==> src/rtl/irq_bank_pkg.sv <==
package irq_bank_pkg;
   typedef enum logic [2:0] {
      REG_MODE   = 3'd0,
      REG_CAUSE  = 3'd1,
      REG_MCAUSE = 3'd2,
      REG_CSET   = 3'd3,
      REG_MASK   = 3'd4,
      REG_MSET   = 3'd5,
      REG_MCLR   = 3'd6,
      REG_SPARE  = 3'd7
   } irq_reg_e;

   localparam int unsigned WORD_LSB = 2;
   localparam int unsigned SEL_BITS = 3;
endpackage

==> src/rtl/irq_addr_dec.sv <==
module irq_addr_dec
   import irq_bank_pkg::*;
#(
   parameter int unsigned ADDR_W = 5
) (
   input  logic [ADDR_W-1:0] addr,
   output logic              hit,
   output irq_reg_e          sel
);
   localparam int unsigned TOP_BIT = WORD_LSB + SEL_BITS;

   if (ADDR_W < TOP_BIT) begin : g_addr_too_small
      $error("irq_addr_dec: ADDR_W must be at least %0d", TOP_BIT);
   end

   assign sel = irq_reg_e'(addr[TOP_BIT-1:WORD_LSB]);

   if (ADDR_W > TOP_BIT) begin : g_upper_decode
      assign hit = (addr[ADDR_W-1:TOP_BIT] == '0);
   end else begin : g_exact_window
      assign hit = 1'b1;
   end
endmodule

==> src/rtl/irq_mask_reg.sv <==
module irq_mask_reg #(
   parameter int unsigned DATA_W = 32
) (
   input  logic              clk,
   input  logic              rst_n,
   input  logic              load,
   input  logic              set_req,
   input  logic              clr_req,
   input  logic [DATA_W-1:0] wdata,
   output logic [DATA_W-1:0] mask_q
);
   logic [DATA_W-1:0] mask_d;

   always_comb begin
      mask_d = mask_q;
      if (load)    mask_d = wdata;
      if (set_req) mask_d = mask_q | wdata;
      if (clr_req) mask_d = mask_q & ~wdata;
   end

   always_ff @(posedge clk or negedge rst_n) begin
      if (!rst_n) mask_q <= '0;
      else        mask_q <= mask_d;
   end
endmodule

==> src/rtl/irq_cause_bits.sv <==
module irq_cause_bits #(
   parameter int unsigned DATA_W = 32
) (
   input  logic              clk,
   input  logic              rst_n,
   input  logic              mode_we,
   input  logic              ack_we,
   input  logic              set_we,
   input  logic [DATA_W-1:0] wdata,
   input  logic [DATA_W-1:0] read_clr,
   input  logic [DATA_W-1:0] event_in,
   output logic [DATA_W-1:0] mode_q,
   output logic [DATA_W-1:0] cause_q
);
   logic [DATA_W-1:0] cause_d;
   logic [DATA_W-1:0] wr_clr;
   logic [DATA_W-1:0] wr_set;

   assign wr_clr = ack_we ? (wdata & ~mode_q) : '0;
   assign wr_set = set_we ? wdata : '0;

   for (genvar b = 0; b < DATA_W; b++) begin : g_bit
      always_comb begin
         if (event_in[b] || wr_set[b])
            cause_d[b] = 1'b1;
         else if (wr_clr[b] || read_clr[b])
            cause_d[b] = 1'b0;
         else
            cause_d[b] = cause_q[b];
      end
   end

   always_ff @(posedge clk or negedge rst_n) begin
      if (!rst_n) begin
         mode_q  <= '0;
         cause_q <= '0;
      end else begin
         if (mode_we) mode_q <= wdata;
         cause_q <= cause_d;
      end
   end
endmodule

==> src/rtl/irq_cause_bank.sv <==
module irq_cause_bank
   import irq_bank_pkg::*;
#(
   parameter int unsigned DATA_W = 32,
   parameter int unsigned ADDR_W = 5
) (
   input  logic              clk,
   input  logic              rst_n,
   input  logic [ADDR_W-1:0] reg_addr,
   input  logic              reg_wr_en,
   input  logic [DATA_W-1:0] reg_wr_data,
   input  logic              reg_rd_en,
   output logic [DATA_W-1:0] reg_rd_data,
   input  logic [DATA_W-1:0] hw_event,
   output logic              irq_o
);
   if (DATA_W < 1 || DATA_W > 32) begin : g_bad_width
      $error("irq_cause_bank: DATA_W must lie in 1..32");
   end

   logic              hit;
   irq_reg_e          sel;
   logic              wr_hit;
   logic              rd_hit;
   logic [DATA_W-1:0] mode_q;
   logic [DATA_W-1:0] cause_q;
   logic [DATA_W-1:0] mask_q;
   logic [DATA_W-1:0] masked;
   logic [DATA_W-1:0] read_clr;

   irq_addr_dec #(.ADDR_W(ADDR_W)) u_dec (
      .addr (reg_addr),
      .hit  (hit),
      .sel  (sel)
   );

   assign wr_hit = reg_wr_en && hit;
   assign rd_hit = reg_rd_en && hit;
   assign masked = cause_q & ~mask_q;

   always_comb begin
      read_clr = '0;
      if (rd_hit && sel == REG_CAUSE)  read_clr = cause_q & mode_q;
      if (rd_hit && sel == REG_MCAUSE) read_clr = masked & mode_q;
   end

   irq_cause_bits #(.DATA_W(DATA_W)) u_cause (
      .clk      (clk),
      .rst_n    (rst_n),
      .mode_we  (wr_hit && sel == REG_MODE),
      .ack_we   (wr_hit && (sel == REG_CAUSE || sel == REG_MCAUSE)),
      .set_we   (wr_hit && sel == REG_CSET),
      .wdata    (reg_wr_data),
      .read_clr (read_clr),
      .event_in (hw_event),
      .mode_q   (mode_q),
      .cause_q  (cause_q)
   );

   irq_mask_reg #(.DATA_W(DATA_W)) u_mask (
      .clk     (clk),
      .rst_n   (rst_n),
      .load    (wr_hit && sel == REG_MASK),
      .set_req (wr_hit && sel == REG_MSET),
      .clr_req (wr_hit && sel == REG_MCLR),
      .wdata   (reg_wr_data),
      .mask_q  (mask_q)
   );

   always_comb begin
      reg_rd_data = '0;
      if (hit) begin
         case (sel)
            REG_MODE:   reg_rd_data = mode_q;
            REG_CAUSE:  reg_rd_data = cause_q;
            REG_MCAUSE: reg_rd_data = masked;
            REG_MASK:   reg_rd_data = mask_q;
            default:    reg_rd_data = '0;
         endcase
      end
   end

   always_ff @(posedge clk or negedge rst_n) begin
      if (!rst_n) irq_o <= 1'b0;
      else        irq_o <= |masked;
   end
endmodule

==> config.mk <==
export PLATFORM = sky130hd
export DESIGN_NAME = irq_cause_bank
export DESIGN_NICKNAME = d
export VERILOG_FILES = /design/src/rtl/irq_bank_pkg.sv /design/src/rtl/irq_addr_dec.sv /design/src/rtl/irq_mask_reg.sv /design/src/rtl/irq_cause_bits.sv /design/src/rtl/irq_cause_bank.sv
export SDC_FILE = /design/constraint.sdc
export NUM_CORES = 1
export LEC_CHECK = 0
export CAP_MARGIN = 10
export CORE_MARGIN = 2
export CORE_UTILIZATION = 53
export DETAILED_ROUTE_END_ITERATION = 10
export PLACE_DENSITY = 0.81
export SETUP_SLACK_MARGIN = 0.05
export SLEW_MARGIN = 40
export SYNTH_ARGS = -nofsm -noshare
export SYNTH_HDL_FRONTEND = slang
export SYNTH_SLANG_ARGS = --single-unit
==> constraint.sdc <==
create_clock -name clk -period 1.9 [get_ports clk]
set_clock_uncertainty 0.1 [all_clocks]
set_input_delay 0.38 -clock clk [delete_from_list [all_inputs] [get_ports clk]]
set_output_delay 0.38 -clock clk [all_outputs]
set_load 0.005 [all_outputs]
==> impl_results.md, run 1 <==
* Yosys Warn Count at 0
* Met3 wire len at 1.817 mm
* Outcome: finished with violations
* Via count at 5,892
* Critical path, cell by cell: nor2b_2 -> mux2i_1 -> o21ai_1 -> buf_2
* Critical Path Fanout Max at 3
* Die area at 11,300 um2
* Yosys reg bits at 97
* Post-route DRC at 0
* Max-slew violation count at 0
* Synth cell types at 33
* Worst min-delay path class: flip-flop to flip-flop
* Area grow syn2layout at 41.85%
* Synth Instances at 588
* Critical path startpoint category: flip-flop
* ANT cells at 0
* Critical Path Start: u_mask.mask_q[27]
* Mapped Nets at 661
* Required time worst endpoint at 1.42 ns
* Final hold vios at 0
* Initial antenna violation count at 0
* Post-placement cell count at 842
* Fraction of layout cells with a size suffix above 1 at 31.25%
* Final Core Density at 76.90%
* Routed met2 length at 9.489 mm
* Peak supply drop at 0.5249 mV
* Die span in y at 106.3 um
* Final WL at 19.32 mm
* Critical path class: flip-flop to output port
* NumNets Final at 836
* Iter 0 DRT Violations at 562
* Worst reg2reg startpoint: u_cause.cause_q[25]
* Boundary Pins at 106
* Grt total ovfl at 0
* Minimum clock period at 1.952 ns
* WL/cell at 21.38 um
* CTS sink count at 97
* CP peak stage delay at 0.43 ns
* Final Instance Count excl. Fillers at 904
* Failing checks: setup timing
* DP Wirelength at 11.57 mm
* Clock buffer depth at 2
* Sequential element share of the synthesized area at 43.76%
* # rows at 37
* Top sig layer: met4
* Final setup slack of the worst path at -0.05161 ns
* First-pass DRT Iterations at 5
* CP Buf/Inv Count at 1
* Setup violators final at 2
* Avg Cell Area, Syn at 9.433 um2
* Period utilisation layout at 102.7%
* Fill count at 651
* H-tree lvl count at 3
* Remaining antenna violation count after routing at 0
* Stages on worst setup path at 4
* WL met1 at 7.125 mm
* CP Capture Point: reg_rd_data[27]
* Port Buffers at 103
* MaxCap Viol Count at 0
* Critical Path End Type: output port
* Delay-heaviest family, CP: flip-flops
* Leakage at 0.003577 uW
* Clock buffer count from CTS at 9
* Slew of the pin with the lowest slew margin at 0.5363 ns
* Leading post-synthesis cells by cell area: dfrtp_1, mux2_2, a21oi_1
* RSZ-0062 raised after global routing: yes
* Routability cong. at 0.8987
* CP max-delay cell: dfrtp_1
* Core ar. at 10,230 um2
* Vias in the first global route at 5,807
* Max Freq at 0.5124 GHz
* Synthesized cell area at 5547 um2
* Relative slew slack at 64.25%
* PD cells at 840.0 nW/um2
* Clock latency at the later pin of the worst-skew pair at 0.37 ns
* Critical Path AT at 1.47 ns
* R2r worst-path depth at 5
* Total GRT Usage at 33.55%
* Largest net degree at the start of global routing at 98
* Clk slew on worst S/H paths at 0.09 ns
* Initial Util at 54.21%
* Worst reg2reg setup slack at 0 ns
* Die width at 106.3 um
* Leading area contributor after synthesis: dfrtp_1
* Root Buffer: clkbuf_8
* First-pass GRT wire length at 29.64 mm
* Top cell type's share of synthesized area at 43.76%
* Drt via density at 6.518
* R2R Path End: irq_o
* TritonCTS clock tree: built
==> cells by family (layout without fill, tap and decap cells) <==
group | Yosys count | count (layout) | share of synthesized area (%)
AO/OA/AOI/OAI | 226 | 226 | 24.14
AND/OR/NAND/NOR | 154 | 154 | 15.81
flip-flops | 97 | 97 | 43.76
multiplexers | 63 | 63 | 12.09
buffers and inverters | 47 | 227 | 4.038
XOR/XNOR | 1 | 1 | 0.1579
==> cells in the final DEF, fill, tap and decap left out, types with 27 or more instances in the layout <==
| master | count |
|---|---|
| o21ai_1 | 63 |
| and3_1 | 32 |
| nand2b_1 | 31 |
| buf_4 | 86 |
| mux2i_1 | 31 |
| buf_2 | 30 |
| a21oi_1 | 64 |
| mux2_2 | 31 |
| a22oi_1 | 33 |
| nand2_1 | 35 |
| clkdlybuf4s50_1 | 67 |
| a32oi_1 | 27 |
| o21ai_0 | 29 |
| dfrtp_1 | 94 |
==> layout make-up <==
type | instances | area [um2] | area share [%]
Sequential cell | 97 | 2431 | 30.90
Clock inverter | 6 | 130.1 | 1.654
Tap cell | 136 | 170.2 | 2.163
Multi-Input combinational cell | 444 | 3193 | 40.59
Inverter | 2 | 10.01 | 0.1272
Clock buffer | 10 | 127.6 | 1.622
Timing Repair Buffer | 209 | 1805 | 22.95
==> worst reg2reg max path: stages (launching register included) <==
cell and delay [ns]:
dfrtp_1 0.44, nor2b_2 0.19, buf_4 0.14, nor4_4 0.29
nand4_1 0.18, or4_1 0.43
==> through the flow <==
step                hold WS, ns  setup slack, ns  cell area [um2]  TNS (ns)  power [uW]
global placement         0.3844          -0.9583             7051    -65.18        4293
CTS                      0.4343         -0.04021             7617  -0.05565        6311
finish                   0.4335         -0.05161             7868  -0.05544        6609
global route             0.4478          -0.1610             7868   -0.3212        6906
detailed placement       0.3810          -0.9671             7051    -68.01        4386
floorplan              -0.01559          0.07272             5547         0        3527
==> state kept, by name, summed over array words and instances, names as in the netlist <==
| signal | cells |
|---|---|
| u_cause.cause_q | 32 |
| u_cause.mode_q | 32 |
| irq_o | 1 |
| u_mask.mask_q | 32 |
==> per-layer routing <==
metal,up-vias,GRT usage [%]
li1,2539,-
met4,0,18.89
met2,406,55.27
met1,2854,42.34
met3,93,4.905
met5,-,0
==> synth_stat cells, drive strengths merged <==
cell type and number:
or2 1, nor4bb 1, mux2i 31, nor2 2
and3 32, xor2 1, o211ai 1, nand2b 32
a22oi 33, dfrtp 97, a32oi 31, and2 2
inv 2, nand4 1, nor2b 35, clkbuf 29
o21bai 1, o21ai 94, or3b 1, nor3 1
buf 16, nand3 2, a21oi 65, o311ai 1
nand2 35, or4 3, nor4 6, mux2 32
==> what timing repair did <==
item | 4_1_cts | 5_1_grt
endpoints found under the setup margin | 97 | 48
gates resized for setup | 216 | 49
endpoints found under the hold margin | 91 | 0
setup buffers | 31 | 13
cloned | 2 | 0
hold buffers | 1 | 0
pin swaps | 15 | 16
==> worst min-delay path by stage <==
stage / from / endpoint / slack (ns) / cells after the start
after global placement: rst_n / u_cause.cause_q[17] / 0.38 / 2
after global routing: u_cause.mode_q[7] / u_cause.mode_q[7] / 0.45 / 1
final: u_cause.mode_q[7] / u_cause.mode_q[7] / 0.43 / 1
after floorplan: rst_n / irq_o / -0.02 / 0
after detailed placement: rst_n / u_cause.cause_q[16] / 0.38 / 2
after CTS: u_cause.mode_q[7] / u_cause.mode_q[7] / 0.43 / 1
==> report_power, final <==
group / total [uW] / internal [uW] / switching [uW]
Sequential: 2730 / 2390 / 335
Combinational: 2120 / 1150 / 966
Clock: 1760 / 1000 / 755
Total: 6610 / 4550 / 2060
Power figures use the tool's default switching activity.
==> run 2: changes to the inputs <==
--- a/config.mk
+++ b/config.mk
@@ -8,6 +8,7 @@
 export CAP_MARGIN = 10
 export CORE_MARGIN = 2
 export CORE_UTILIZATION = 53
+export CTS_CLUSTER_SIZE = 24
 export DETAILED_ROUTE_END_ITERATION = 10
 export PLACE_DENSITY = 0.81
 export SETUP_SLACK_MARGIN = 0.05
==> results of run 2 <==
Final layout, timing and power as in run 1 (identical DEF).
==> run 3: changes to the inputs <==
--- a/config.mk
+++ b/config.mk
@@ -11,7 +11,6 @@
 export CTS_CLUSTER_SIZE = 24
 export DETAILED_ROUTE_END_ITERATION = 10
 export PLACE_DENSITY = 0.81
-export SETUP_SLACK_MARGIN = 0.05
 export SLEW_MARGIN = 40
 export SYNTH_ARGS = -nofsm -noshare
 export SYNTH_HDL_FRONTEND = slang
==> impl_results.md, run 3 (synthesis results as in run 1) <==
* Post-placement cell count at 842
* Max Freq at 0.5223 GHz
* Minimum clock period at 1.915 ns
* CTS sink count at 97
* ANT cells at 0
* Worst reg2reg startpoint: u_cause.cause_q[25]
* WL/cell at 20.98 um
* Root Buffer: clkbuf_8
* Clock buffer depth at 2
* Most common cell after layout, fill and taps aside: dfrtp_1
* MaxCap Viol Count at 0
* Port Buffers at 103
* Critical path startpoint category: flip-flop
* CP max-delay cell: or4_1
* Final WL at 18.75 mm
* Slew of the pin with the lowest slew margin at 0.5426 ns
* Setup violators final at 8
* Via count at 5,764
* Hold depth at 1
* Leakage at 0.003474 uW
* Iter 0 DRT Violations at 456
* R2r worst-path depth at 5
* Drt via density at 6.447
* Initial Util at 54.21%
* Clock latency at the later pin of the worst-skew pair at 0.37 ns
* First-pass GRT wire length at 29.19 mm
* Delay-heaviest family, CP: simple AND/OR/NAND/NOR gates
* Routability cong. at 0.8987
* Clk slew on worst S/H paths at 0.09 ns
* Largest net degree at the start of global routing at 98
* Failing checks: setup timing
* Die area at 11,300 um2
* Max-slew violation count at 0
* Final hold vios at 0
* Period utilisation layout at 100.8%
* Remaining antenna violation count after routing at 0
* R2R Path End: irq_o
* Outcome: finished with violations
* Hold endpoint: u_cause.mode_q[7]
* H-tree lvl count at 3
* Most frequent cells in the layout: dfrtp_1, buf_4, clkdlybuf4s50_1
* Tot Pwr at 6451 uW
* CP peak stage delay at 0.43 ns
* CP Buf/Inv Count at 1
* Die span in y at 106.3 um
* Largest regs: u_cause.cause_q (32), u_cause.mode_q (32), u_mask.mask_q (32)
* Critical path, cell by cell: nor2b_2 -> buf_4 -> nor4_1 -> nand4_1 -> or4_1
* Boundary Pins at 106
* DP Wirelength at 11.57 mm
* Die width at 106.3 um
* Critical Path End Type: flip-flop
* Critical path class: flip-flop to flip-flop
* Worst slack at placement at -0.9671 ns
* Required time worst endpoint at 2.04 ns
* Post-route DRC at 0
* Fill count at 695
* Initial antenna violation count at 0
* Total GRT Usage at 32.97%
* Relative slew slack at 63.83%
* Critical Path Fanout Max at 3
* # rows at 37
* First-pass DRT Iterations at 5
* Area grow syn2layout at 38.91%
* Worst reg2reg setup slack at -0.01 ns
* PD cells at 837.2 nW/um2
* Critical Path AT at 2.05 ns
* RSZ-0062 raised after global routing: yes
* Peak supply drop at 0.5219 mV
* Final Instance Count excl. Fillers at 894
* Vias in the first global route at 5,796
* NumNets Final at 826
* Fraction of layout cells with a size suffix above 1 at 29.29%
* TritonCTS clock tree: built
* Grt total ovfl at 0
* Clock buffer count from CTS at 9
* Core ar. at 10,230 um2
* Hold_sp: u_cause.mode_q[7]
* Worst min-delay path class: flip-flop to flip-flop
* Final setup slack of the worst path at -0.01460 ns
run 3: per-layer routing:
| metal | global-route usage [%] | share of wire, % | vias up |
|---|---|---|---|
| met3 | 5.763 | 8.8 | 83 |
| met5 | 0 | 0 | - |
| met2 | 54.72 | 49 | 364 |
| li1 | - | - | 2519 |
| met1 | 40.79 | 38 | 2798 |
| met4 | 18.23 | 4.0 | 0 |
run 3: layout make-up:
cell class | count | area (um2) | area share (%)
Multi-Input combinational cell | 444 | 3126 | 40.57
Sequential cell | 97 | 2430 | 31.54
Timing Repair Buffer | 199 | 1712 | 22.21
Tap cell | 136 | 170.2 | 2.209
Clock inverter | 6 | 130.1 | 1.689
Clock buffer | 10 | 127.6 | 1.656
Inverter | 2 | 10.01 | 0.1299
run 3: worst max-delay path by stage:
stage	startpoint	to	slack [ns]	cells after the start
CTS	u_cause.cause_q[13]	reg_rd_data[13]	-0.03	4
detailed placement	reg_addr[2]	reg_rd_data[13]	-0.97	5
global route	u_cause.cause_q[28]	irq_o	-0.05	5
floorplan	reg_addr[2]	reg_rd_data[17]	0.07	6
finish	u_cause.cause_q[25]	irq_o	-0.01	5
global placement	reg_addr[2]	reg_rd_data[13]	-0.96	5
run 3: per-stage QoR:
step,utilization (%),area [um2],hold slack [ns],TNS (ns)
3_3_place_gp,68.91,7051,0.3844,-65.18
3_5_place_dp,68.91,7051,0.3810,-68.01
5_1_grt,75.31,7705,0.4478,-0.1929
6_report,75.31,7705,0.4324,-0.04141
4_1_cts,74.62,7635,0.4343,-0.04939
2_1_floorplan,-,5547,-0.01559,0
run 3: what timing repair did:
item | in CTS | in global routing
hold buffers | 1 | 0
pin swaps | 8 | 11
cloned | 2 | 0
gates resized for setup | 151 | 67
endpoints found under the setup margin | 96 | 30
endpoints found under the hold margin | 91 | 0
buffers inserted | 24 | 9
run 3: report_power, final:
group,switching [uW],internal (uW)
Sequential,326,2390
Combinational,905,1080
Clock,745,1000
Total,1980,4470
